<file path="config.mk">
export PLATFORM = sky130hd
export DESIGN_NAME = rxq_fifo_ctrl
export DESIGN_NICKNAME = d
export VERILOG_FILES = /design/src/rtl/rxq_pkg.sv /design/src/rtl/rxq_byte_fifo.sv /design/src/rtl/rxq_cfg_decode.sv /design/src/rtl/rxq_char_timeout.sv /design/src/rtl/rxq_fifo_ctrl.sv
export SDC_FILE = /design/constraint.sdc
export NUM_CORES = 1
export LEC_CHECK = 0
export BUFFER_PORTS_ARGS = -buffer_cell sky130_fd_sc_hd__buf_2
export CAP_MARGIN = 20
export CELL_PAD_IN_SITES_DETAIL_PLACEMENT = 1
export CELL_PAD_IN_SITES_GLOBAL_PLACEMENT = 2
export CORE_MARGIN = 2
export CORE_UTILIZATION = 40
export CTS_CLUSTER_SIZE = 14
export DETAILED_ROUTE_END_ITERATION = 6
export GPL_TIMING_DRIVEN = 0
export PLACE_DENSITY_LB_ADDON = 0.1
export SYNTH_ARGS = -nofsm -noshare
export SYNTH_HDL_FRONTEND = slang
export SYNTH_SLANG_ARGS = --single-unit
</file>
<file path="constraint.sdc">
create_clock -name clk -period 3.5 [get_ports clk]
set_input_delay 0.7 -clock clk [delete_from_list [all_inputs] [get_ports clk]]
set_output_delay 0.7 -clock clk [all_outputs]
set_load 0.01 [all_outputs]
</file>
<file path="src/rtl/rxq_pkg.sv">
// Shared constants and helpers for the FIFO control path.
// Assumes an 8-bit control byte and a 4-bit frame-format field.
package rxq_pkg;
    localparam int CFG_EN     = 0;
    localparam int CFG_CLR_RX = 1;
    localparam int CFG_CLR_TX = 2;
    localparam logic [7:0] CFG_KEEP = 8'hC9;

    typedef enum logic [1:0] {
        TRIG_1  = 2'd0,
        TRIG_4  = 2'd1,
        TRIG_8  = 2'd2,
        TRIG_14 = 2'd3
    } trig_sel_e;

    // Byte count that raises the trigger for a given selection.
    function automatic logic [4:0] trig_bytes(input trig_sel_e sel);
        case (sel)
            TRIG_1:  return 5'd1;
            TRIG_4:  return 5'd4;
            TRIG_8:  return 5'd8;
            default: return 5'd14;
        endcase
    endfunction

    // Bits per character: data + stop + optional parity.
    function automatic logic [3:0] char_bits(input logic [3:0] lc);
        logic [3:0] n;
        n = 4'd5 + {2'b00, lc[1:0]};
        n = n + (lc[2] ? 4'd2 : 4'd1);
        n = n + {3'b000, lc[3]};
        return n;
    endfunction
endpackage

</file>
<file path="src/rtl/rxq_byte_fifo.sv">
// Circular byte queue with a synchronous one-cycle clear.
// Assumes pop on empty and push on full (without pop) are ignored.
module rxq_byte_fifo #(
    parameter int W     = 8,
    parameter int DEPTH = 16,
    localparam int PTR_W = $clog2(DEPTH),
    localparam int CNT_W = $clog2(DEPTH + 1)
) (
    input  logic             clk,
    input  logic             rst_n,
    input  logic             clr,
    input  logic             push,
    input  logic             pop,
    input  logic [W-1:0]     din,
    output logic [W-1:0]     dout,
    output logic [CNT_W-1:0] count,
    output logic             full,
    output logic             empty
);
    logic [W-1:0]     mem [DEPTH];
    logic [PTR_W-1:0] wr_ptr, rd_ptr;
    logic             do_push, do_pop;

    assign empty   = (count == '0);
    assign full    = (count == CNT_W'(DEPTH));
    assign do_pop  = pop && !empty;
    assign do_push = push && (!full || do_pop);
    assign dout    = empty ? '0 : mem[rd_ptr];

    // Store the incoming byte at the write pointer.
    always_ff @(posedge clk) begin
        if (do_push && !clr) mem[wr_ptr] <= din;
    end

    // Advance pointers and count; clear resets all in one cycle.
    always_ff @(posedge clk) begin
        if (!rst_n || clr) begin
            wr_ptr <= '0;
            rd_ptr <= '0;
            count  <= '0;
        end else begin
            if (do_push)
                wr_ptr <= (wr_ptr == PTR_W'(DEPTH - 1)) ? '0 : wr_ptr + 1'b1;
            if (do_pop)
                rd_ptr <= (rd_ptr == PTR_W'(DEPTH - 1)) ? '0 : rd_ptr + 1'b1;
            if (do_push && !do_pop)
                count <= count + 1'b1;
            else if (do_pop && !do_push)
                count <= count - 1'b1;
        end
    end
endmodule

</file>
<file path="src/rtl/rxq_cfg_decode.sv">
// Holds the FIFO control byte and turns host writes into clear pulses.
// Assumes a repeated value is a no-op and an enable flip forces both clears.
module rxq_cfg_decode (
    input  logic       clk,
    input  logic       rst_n,
    input  logic       wr,
    input  logic [7:0] wdata,
    output logic [7:0] cfg_q,
    output logic       clr_rx,
    output logic       clr_tx,
    output logic       fifo_en,
    output logic [4:0] trig_lvl
);
    import rxq_pkg::*;

    logic take, en_flip;

    assign take     = wr && (wdata != cfg_q);
    assign en_flip  = take && (wdata[CFG_EN] ^ cfg_q[CFG_EN]);
    assign clr_rx   = take && (wdata[CFG_CLR_RX] || en_flip);
    assign clr_tx   = take && (wdata[CFG_CLR_TX] || en_flip);
    assign fifo_en  = cfg_q[CFG_EN];
    assign trig_lvl = trig_bytes(trig_sel_e'(cfg_q[7:6]));

    // Latch the masked control byte on an effective write.
    always_ff @(posedge clk) begin
        if (!rst_n)    cfg_q <= 8'h00;
        else if (take) cfg_q <= wdata & CFG_KEEP;
    end
endmodule

</file>
<file path="src/rtl/rxq_char_timeout.sv">
// Counts bit ticks after a restart and pulses expire at the limit.
// Assumes limit >= 1; restart has priority over disarm and tick.
module rxq_char_timeout #(
    parameter int W = 6
) (
    input  logic         clk,
    input  logic         rst_n,
    input  logic         restart,
    input  logic         disarm,
    input  logic         tick,
    input  logic [W-1:0] limit,
    output logic         expire
);
    logic [W-1:0] cnt;
    logic         armed;

    assign expire = armed && tick && !restart && !disarm && (cnt == limit - 1'b1);

    // Run the tick counter while armed; stop on expiry.
    always_ff @(posedge clk) begin
        if (!rst_n) begin
            cnt   <= '0;
            armed <= 1'b0;
        end else if (restart) begin
            cnt   <= '0;
            armed <= 1'b1;
        end else if (disarm || expire) begin
            cnt   <= '0;
            armed <= 1'b0;
        end else if (armed && tick) begin
            cnt <= cnt + 1'b1;
        end
    end
endmodule

</file>
<file path="src/rtl/rxq_fifo_ctrl.sv">
// FIFO control path: receive/transmit queues, trigger compare, timeout.
// Assumes single-cycle strobes; the shifter and baud logic live outside.
module rxq_fifo_ctrl #(
    parameter int DEPTH = 16,
    parameter int TMO_W = 6,
    localparam int CNT_W = $clog2(DEPTH + 1)
) (
    input  logic       clk,
    input  logic       rst_n,
    input  logic       cfg_wr,
    input  logic [7:0] cfg_wdata,
    output logic [7:0] cfg_q,
    input  logic [3:0] lc_bits,
    input  logic       bit_tick,
    input  logic       rx_push,
    input  logic [7:0] rx_byte,
    input  logic       rx_break,
    input  logic       rd_req,
    output logic [7:0] rd_data,
    input  logic       wr_req,
    input  logic [7:0] wr_data,
    input  logic       tx_pop,
    output logic [7:0] tx_byte,
    output logic       data_ready,
    output logic       break_ind,
    output logic       trig_hit,
    output logic       timeout_pend,
    output logic       thr_empty,
    output logic       overrun
);
    import rxq_pkg::*;

    logic             clr_rx, clr_tx, fifo_en;
    logic [4:0]       trig_lvl;
    logic             rx_in, rx_wr, rx_rd, rx_full, rx_empty;
    logic [7:0]       rx_head, rx_hold;
    logic [CNT_W-1:0] rx_count;
    logic             tx_wr, tx_rd, tx_full_f, tx_empty;
    logic [7:0]       tx_head, tx_hold;
    logic [CNT_W-1:0] tx_count;
    logic             tx_hold_full;
    logic             tmo_restart, tmo_expire;
    logic [TMO_W-1:0] tmo_limit;

    rxq_cfg_decode u_cfg (
        .clk(clk), .rst_n(rst_n), .wr(cfg_wr), .wdata(cfg_wdata),
        .cfg_q(cfg_q), .clr_rx(clr_rx), .clr_tx(clr_tx),
        .fifo_en(fifo_en), .trig_lvl(trig_lvl)
    );

    assign rx_in = rx_push || rx_break;
    assign rx_wr = fifo_en && !clr_rx && rx_in;
    assign rx_rd = fifo_en && !clr_rx && rd_req;

    rxq_byte_fifo #(.W(8), .DEPTH(DEPTH)) u_rxq (
        .clk(clk), .rst_n(rst_n), .clr(clr_rx), .push(rx_wr), .pop(rx_rd),
        .din(rx_break ? 8'h00 : rx_byte), .dout(rx_head),
        .count(rx_count), .full(rx_full), .empty(rx_empty)
    );

    assign tx_wr = fifo_en && !clr_tx && wr_req;
    assign tx_rd = fifo_en && !clr_tx && tx_pop;

    rxq_byte_fifo #(.W(8), .DEPTH(DEPTH)) u_txq (
        .clk(clk), .rst_n(rst_n), .clr(clr_tx), .push(tx_wr), .pop(tx_rd),
        .din(wr_data), .dout(tx_head),
        .count(tx_count), .full(tx_full_f), .empty(tx_empty)
    );

    assign tmo_limit   = TMO_W'({char_bits(lc_bits), 2'b00});
    assign tmo_restart = !clr_rx && (rx_wr || (rx_rd && rx_count > CNT_W'(1)));

    rxq_char_timeout #(.W(TMO_W)) u_tmo (
        .clk(clk), .rst_n(rst_n), .restart(tmo_restart),
        .disarm(clr_rx || !fifo_en), .tick(bit_tick),
        .limit(tmo_limit), .expire(tmo_expire)
    );

    // Receive status flags and the non-FIFO holding register.
    always_ff @(posedge clk) begin
        if (!rst_n) begin
            data_ready <= 1'b0;
            break_ind  <= 1'b0;
            overrun    <= 1'b0;
            rx_hold    <= 8'h00;
        end else if (clr_rx) begin
            data_ready <= 1'b0;
            break_ind  <= 1'b0;
            overrun    <= 1'b0;
        end else begin
            if (rx_in) begin
                data_ready <= 1'b1;
                if (rx_break) break_ind <= 1'b1;
            end else if (rd_req && (!fifo_en || rx_count <= CNT_W'(1))) begin
                data_ready <= 1'b0;
                break_ind  <= 1'b0;
            end
            if (!fifo_en && rx_in) rx_hold <= rx_break ? 8'h00 : rx_byte;
            if (rx_wr && rx_full && !rx_rd) overrun <= 1'b1;
        end
    end

    // Timeout pending flag: raised on expiry with data, dropped by read or clear.
    always_ff @(posedge clk) begin
        if (!rst_n || clr_rx)          timeout_pend <= 1'b0;
        else if (fifo_en && rd_req)    timeout_pend <= 1'b0;
        else if (tmo_expire && !rx_empty) timeout_pend <= 1'b1;
    end

    // Transmit holding register used when the FIFOs are off.
    always_ff @(posedge clk) begin
        if (!rst_n) begin
            tx_hold      <= 8'h00;
            tx_hold_full <= 1'b0;
        end else if (clr_tx) begin
            tx_hold_full <= 1'b0;
        end else if (!fifo_en) begin
            if (wr_req) begin
                tx_hold      <= wr_data;
                tx_hold_full <= 1'b1;
            end else if (tx_pop) begin
                tx_hold_full <= 1'b0;
            end
        end
    end

    assign rd_data   = fifo_en ? rx_head : rx_hold;
    assign tx_byte   = fifo_en ? tx_head : tx_hold;
    assign thr_empty = fifo_en ? tx_empty : !tx_hold_full;
    assign trig_hit  = fifo_en ? (rx_count >= CNT_W'(trig_lvl)) : data_ready;
endmodule

</file>
Word-level counts from Yosys, hierarchy flattened
Memories as Yosys holds them, arrays and structs flattened. A register that Yosys moved wholly into a read port is not among the register bits.
Index checks and enable logic that the tools add are counted.
{ "totals": {"n_memories": 2, "wordCells": 158, "romBits": 0, "mem_bits_rw": 256, "input_bits": 37, "ff_bits": 58, "output_inout_bits": 30, "latchBits": 0} }
{ "classes": {"bitwise_logic": 5, "add_sub_neg": 13, "n_mux": 33, "n_eq_ne": 11, "n_div": 0, "n_shift": 0, "n_reduce_logical": 75, "mul": 0, "magnitude_cmp": 3} }
{ "mem_list": {"columns": ["memory", "words", "word_bits", "rd", "rd_ports_with_merged_regs", "wr", "line_no", "text"], "rows": [
  ["u_rxq.mem", 16, 8, 1, 1, 1, "rxq_byte_fifo.sv:20", "logic [W-1:0] mem [DEPTH];"],
  ["u_txq.mem", 16, 8, 1, 1, 1, "rxq_byte_fifo.sv:20", null]
]} }
{ "op_table": {"columns": ["op", "count"], "rows": [
  ["2-to-1 mux 8 bit", 5],
  ["logical AND 1 bit", 32],
  ["2-to-1 mux 4 bit", 8],
  ["2-to-1 mux 5 bit", 4],
  ["adder 4 x 1 -> 4 bit (second input constant)", 4],
  ["== test 4 bit (second input constant)", 4],
  ["logical NOT 1 bit", 16],
  ["2-to-1 mux 1 bit", 14],
  ["one-hot mux 4 bit (3 select lines)", 1],
  ["logical OR 1 bit", 11],
  ["adder 5 x 1 -> 5 bit (second input constant)", 2],
  ["== test 5 bit (second input constant)", 2],
  ["logical NOT 5 bit", 2],
  ["nonzero test 2 bit", 5],
  ["subtractor 5 x 1 -> 5 bit (second input constant)", 2],
  ["inequality test 8 bit", 1],
  ["adder 6 x 1 -> 6 bit (second input constant)", 1],
  ["== test 6 bit", 1],
  ["AND reduction 2 bit", 3],
  ["OR reduction 2 bit", 3],
  ["subtractor 6 x 1 -> 6 bit (second input constant)", 1],
  ["greater-or-equal comparator 5 bit", 1],
  ["> comparator 5 x 1 -> 1 bit (second input constant)", 1],
  ["less-or-equal comparator 5 x 1 -> 1 bit (second input constant)", 1],
  ["12 further kinds", 15]
]} }

Depth between registers and ports, before layout
{ "depth": {"word_depth": 18, "depth_mapped": 12, "depth_no_buf": 12} }

Cells and area by module
A second synthesis with hierarchy kept.
{ "unflattened": {"cells_unflattened": 894, "area_unflattened_um2": 13902.1} }
{ "by_module_without_submodules": {"columns": ["module", "instances", "seq_area_each_um2", "area_each_um2", "cells_per_inst"], "rows": [
  ["rxq_byte_fifo", 2, 4184.0, 5876.9, 327],
  ["rxq_fifo_ctrl", 1, 420.4, 1390.1, 157],
  ["rxq_char_timeout", 1, 140.1, 511.7, 56],
  ["rxq_cfg_decode", 1, 80.1, 246.5, 27]
]} }

Worst setup path before layout
No wires, ideal clock.
{ "synth_timing": {"path_kind": "register -> register", "from": "register u_txq.count[0]", "to": "register u_txq.count[4]", "setup_ps": 70, "path_slack_ps": 528, "synth_period_minus_slack_ps": 2972, "required_time_ps": 3430, "path_stages_with_launch": 13, "path_buffers": 1, "arrival_ps": 2902, "cell_sequence": "dfxtp_1 or4_4 o311a_4 and2_4 buf_6 ha_1 inv_1 ha_1 a21o_1 a21oi_1 xnor2_1 or3_1 a21oi_1"} }
{ "synth_between": {"elab_chain_len": 8, "elab_cells_between_ends": 16, "classes_between": "add/sub: 2; eq/ne: 1; mux: 2; reduce/logical: 11"} }
{ "synth_rtl": {"columns": ["element", "line_no", "text"], "rows": [
  ["start: declaration", "rxq_byte_fifo.sv:16", "output logic [CNT_W-1:0] count,"],
  ["start signal: assignment", "rxq_byte_fifo.sv:47", "count <= count + 1'b1;"],
  ["start signal: assignment", "rxq_byte_fifo.sv:49", "count <= count - 1'b1;"],
  ["parallel branches: the longest is 8 deep, another holds subtractor 5 x 1 -> 5 bit", null, null]
]} }
Parallel ways; which one is timed is not known. The select of a mux whose other input is x is not followed.
A chain may end at the register's enable or synchronous reset.

Worst setup path in the final report
{ "layout_timing": {"from": "register u_rxq.count[0]", "to": "output port rd_data[0]"} }
{ "layout_between": {"elab_chain_len": 3} }
{ "layout_rtl": {"columns": ["element", "line_no", "text"], "rows": [
  ["start: declaration", "rxq_byte_fifo.sv:16", null],
  ["start signal: assignment", "rxq_byte_fifo.sv:47", null],
  ["start signal: assignment", "rxq_byte_fifo.sv:49", null],
  ["logical NOT 5 bit", "rxq_byte_fifo.sv:24", "assign empty = (count == '0);"],
  ["2-to-1 mux 8 bit", "rxq_byte_fifo.sv:28", "assign dout = empty ? '0 : mem[rd_ptr];"],
  ["2-to-1 mux 8 bit", "rxq_fifo_ctrl.sv:127", "assign rd_data = fifo_en ? rx_head : rx_hold;"],
  ["end: declaration", "rxq_fifo_ctrl.sv:19", "output logic [7:0] rd_data,"]
]} }
No other way between the ends.

==> reports/qor.yml <==
outcome:
  status: "complete, no violations"
placed_design:
  placement.setup.worst_slack_ps: 95.2
  post-place-cells: 1342
  dpl_cell_area_sq_um: 14300
  hpwl_microns: 22000
  place.gp.congestion: 0.723
  io_buffers: 58
cells_and_area:
  finalNetCount: 1003
  post-route-util_pct: 46.9
  postLayoutCellArea_sq_um: 15600
  drive_above_1_share_pct: 24.0
  final_cells: 1412
  n_antenna_cell: 0
  area_growth_syn_to_layout_pct: 16.5
yosys:
  yosysWarnings: 0
  synth_top_area_share_pct: 57.3
  ys_ff_latch: 322
  synth_area_sq_um: 13400
  synth_area_leader_cell: "edfxtp_1"
  async_flop_share_pct: 0
  ys.flop_type: "edfxtp_1"
  syn_avg_cell_area_sq_um: 16.2
  synth_edf_count: 256
  synth.area.top_cells: "edfxtp_1 57%, mux4_2 11%, dfxtp_1 9.9%"
  yosysSeqAreaShare_pct: 67.2
  yosysUniqueCellTypes: 57
  synthesis.instances: 827
worst_setup_path:
  max_stage_delay_ps: 580
  critical_path_class: "flip-flop to primary output"
  crit_path_max_fanout: 8
  required_ps: 2800
  path_delay_family: "simple AND/OR/NAND/NOR gates"
  path_buf_inv: 2
  crit_path_end_kind: "primary output"
  cp.arrival_ps: 2600
  cp_slowest_cell: "nor2_1"
  worst_setup_path_start_kind: "flip-flop"
  path_cells: "inv_1 > ha_1 > nand3b_1 > nand2_1 > nor2_1 > a221o_1 > buf_2"
routing:
  drc: 0
  via_count: 7426
  drtAntennaViolNets: 0
  first_iter_violations: 365
  drtPass1Iterations: 4
  viasPerCell: 5.26
  wl_microns: 31100
  wl_per_cell_microns: 22.0
flow_run:
  maxCapViolCount: 0
grt:
  grt-ovfl-total: 0
  grt.total_usage_pct: 18.2
  grt_pass1_wl_microns: 48500
  antenna_found_initial: 0
  grt_max_degree: 18
  grt_pass1_vias: 8270
die:
  rows: 67
  die_w_microns: 187
  initial_core_util_pct: 40.3
  dieHeight_microns: 187
  dieArea_sq_um: 35000
  core_sq_um: 33300
  io_pins: 67
clocking:
  post-cts-setup-buffer-count: 0
  clock-sinks: 322
  clk_latency_ps: 510
  ctsHoldBuffers: 0
  cts_root_buf: "clkbuf_16"
  cts_tree: "yes"
  cts_buffer_depth: 3
  cts_buffers: 37
  htree_num_levels: 2
  clkTransAtPathRegs_ps: 50
sta:
  whs_ps: 469
  fmax_mhz: 303
  slew_violations: 0
  fin_crit_ps: 3300
  final_hold_viol_count: 0
  slew_headroom_pct: 27.9
  setup_violations: 0
  fin_worst_skew_ps: 19.2
  worst_slack_ps: 195
  setup_tns_ps: 0
  rsz0062_at_grt: "no"
  max_slew.worst_pin.slew_ps: 1080
  post-route-period-util_pct: 94.4
power:
  peakVddDrop_mv: 0.369
  total_power_mw: 8.36
  leakagePower_nw: 5.49
  powerDensity_nw_per_um2: 535
worst_hold_path:
  min-delay-path-class: "input port to flip-flop"
worst paths after layout:
check / start / end / slack [ps] / depth (start not counted)
setup / recovery: u_rxq.count[0]$_SDFFE_PP0P_ / rd_data[0] / 200 / 7
setup reg to reg: u_txq.count[0]$_SDFFE_PP0P_ / u_txq.count[4]$_SDFFE_PP0P_ / 280 / 12
hold / removal: cfg_wdata[6] / u_cfg.cfg_q[6]$_SDFFE_PN0P_ / 470 / 3
hold reg to reg: overrun$_SDFFE_PP0P_ / overrun$_SDFFE_PP0P_ / 470 / 2
kinds of logic (layout without fill, tap and decap cells):
family | Yosys count | count (layout) | share of synthesized area, %
AOI/OAI and AO/OA | 103 | 103 | 5.17
xor gates and xnor gates | 25 | 25 | 1.74
adders and majority gates | 30 | 30 | 2.97
buffers and inverters | 65 | 199 | 2.25
DFF | 322 | 322 | 67.2
muxes | 104 | 104 | 13.8
other | 1 | 4 | 0.0280
and+or+nand+nor | 177 | 177 | 6.88
power breakdown:
group / leakage [nW] / internal [mW] / switching, mW / total (mW)
Combinational: 2.04 / 0.140 / 0.223 / 0.363
Clock: 0.598 / 2.37 / 1.46 / 3.83
Sequential: 2.85 / 4.15 / 0.0180 / 4.17
per-layer routing:
metal | up-vias | global-route usage (%) | wire length, microns
met5 | - | 0 | 0
met4 | 0 | 6.93 | 1100
met3 | 57 | 2.38 | 944
met2 | 138 | 32.9 | 16200
met1 | 3829 | 22.1 | 12900
li1 | 3402 | - | -
cell usage after synthesis (16+ instances only):
cell / instances
a21oi_1: 40
nor2_1: 54
inv_1: 23
dfxtp_1: 66
ha_1: 27
nor2b_1: 43
nand2_1: 17
edfxtp_1: 256
mux2i_1: 32
and3_1: 17
mux4_2: 64
clkbuf_1: 19
a22oi_1: 16
flip-flops by register name (all words and copies together), names as in the netlist, 4 cells and up, named ones only:
name          cells
u_rxq.mem       128
rx_hold           8
u_rxq.wr_ptr      4
u_txq.count       5
u_rxq.rd_ptr      4
tx_hold           8
u_txq.mem       128
u_txq.rd_ptr      4
u_txq.wr_ptr      4
u_tmo.cnt         6
u_cfg.cfg_q       4
u_rxq.count       5
layout make-up:
class	instances	area (sq um)
clock inverter	10	126
tap	448	561
timing repair buffer	68	387
fill	3247	17700
inverter	23	86.3
sequential	322	9010
buffer	41	234
multi-input combinational	443	4130
clock buffer	57	1090
worst reg2reg max path, delay by kind of cell (launching register included):
family / cells / cell delay, ps
fa+ha+maj: 2 / 500
simple gates: 3 / 1050
xor+xnor: 1 / 90
compound gates: 4 / 870
flops: 1 / 360
buf+inv: 2 / 280
placed cells by master (no fill, tap or decap), types with 4 or more instances in the layout:
cell,n
o21ai_0,10
clkbuf_2,6
nand3_1,13
and3_1,17
nor2b_1,42
conb_1,4
clkbuf_16,39
mux2_2,8
buf_6,11
nand2b_1,4
dfxtp_1,66
mux2i_1,32
xnor2_1,10
nor2_1,54
nand4_1,6
a21oi_1,40
mux4_2,64
edfxtp_1,256
ha_1,27
clkinv_2,4
a22oi_1,16
buf_2,65
a221o_1,8
xor2_1,14
clkbuf_1,27
clkbuf_8,5
a21o_1,10
nand2_1,17
inv_1,23
buf_4,9
nor3_1,5
timing repair:
| action | in CTS | in global routing |
|---|---|---|
| endpoints found under the hold margin | 0 | 0 |
| gates cloned | 0 | 0 |
| resized for setup | 7 | 8 |
| endpoints found under the setup margin | 16 | 12 |
No activity file was read; power rests on OpenSTA's default activity.
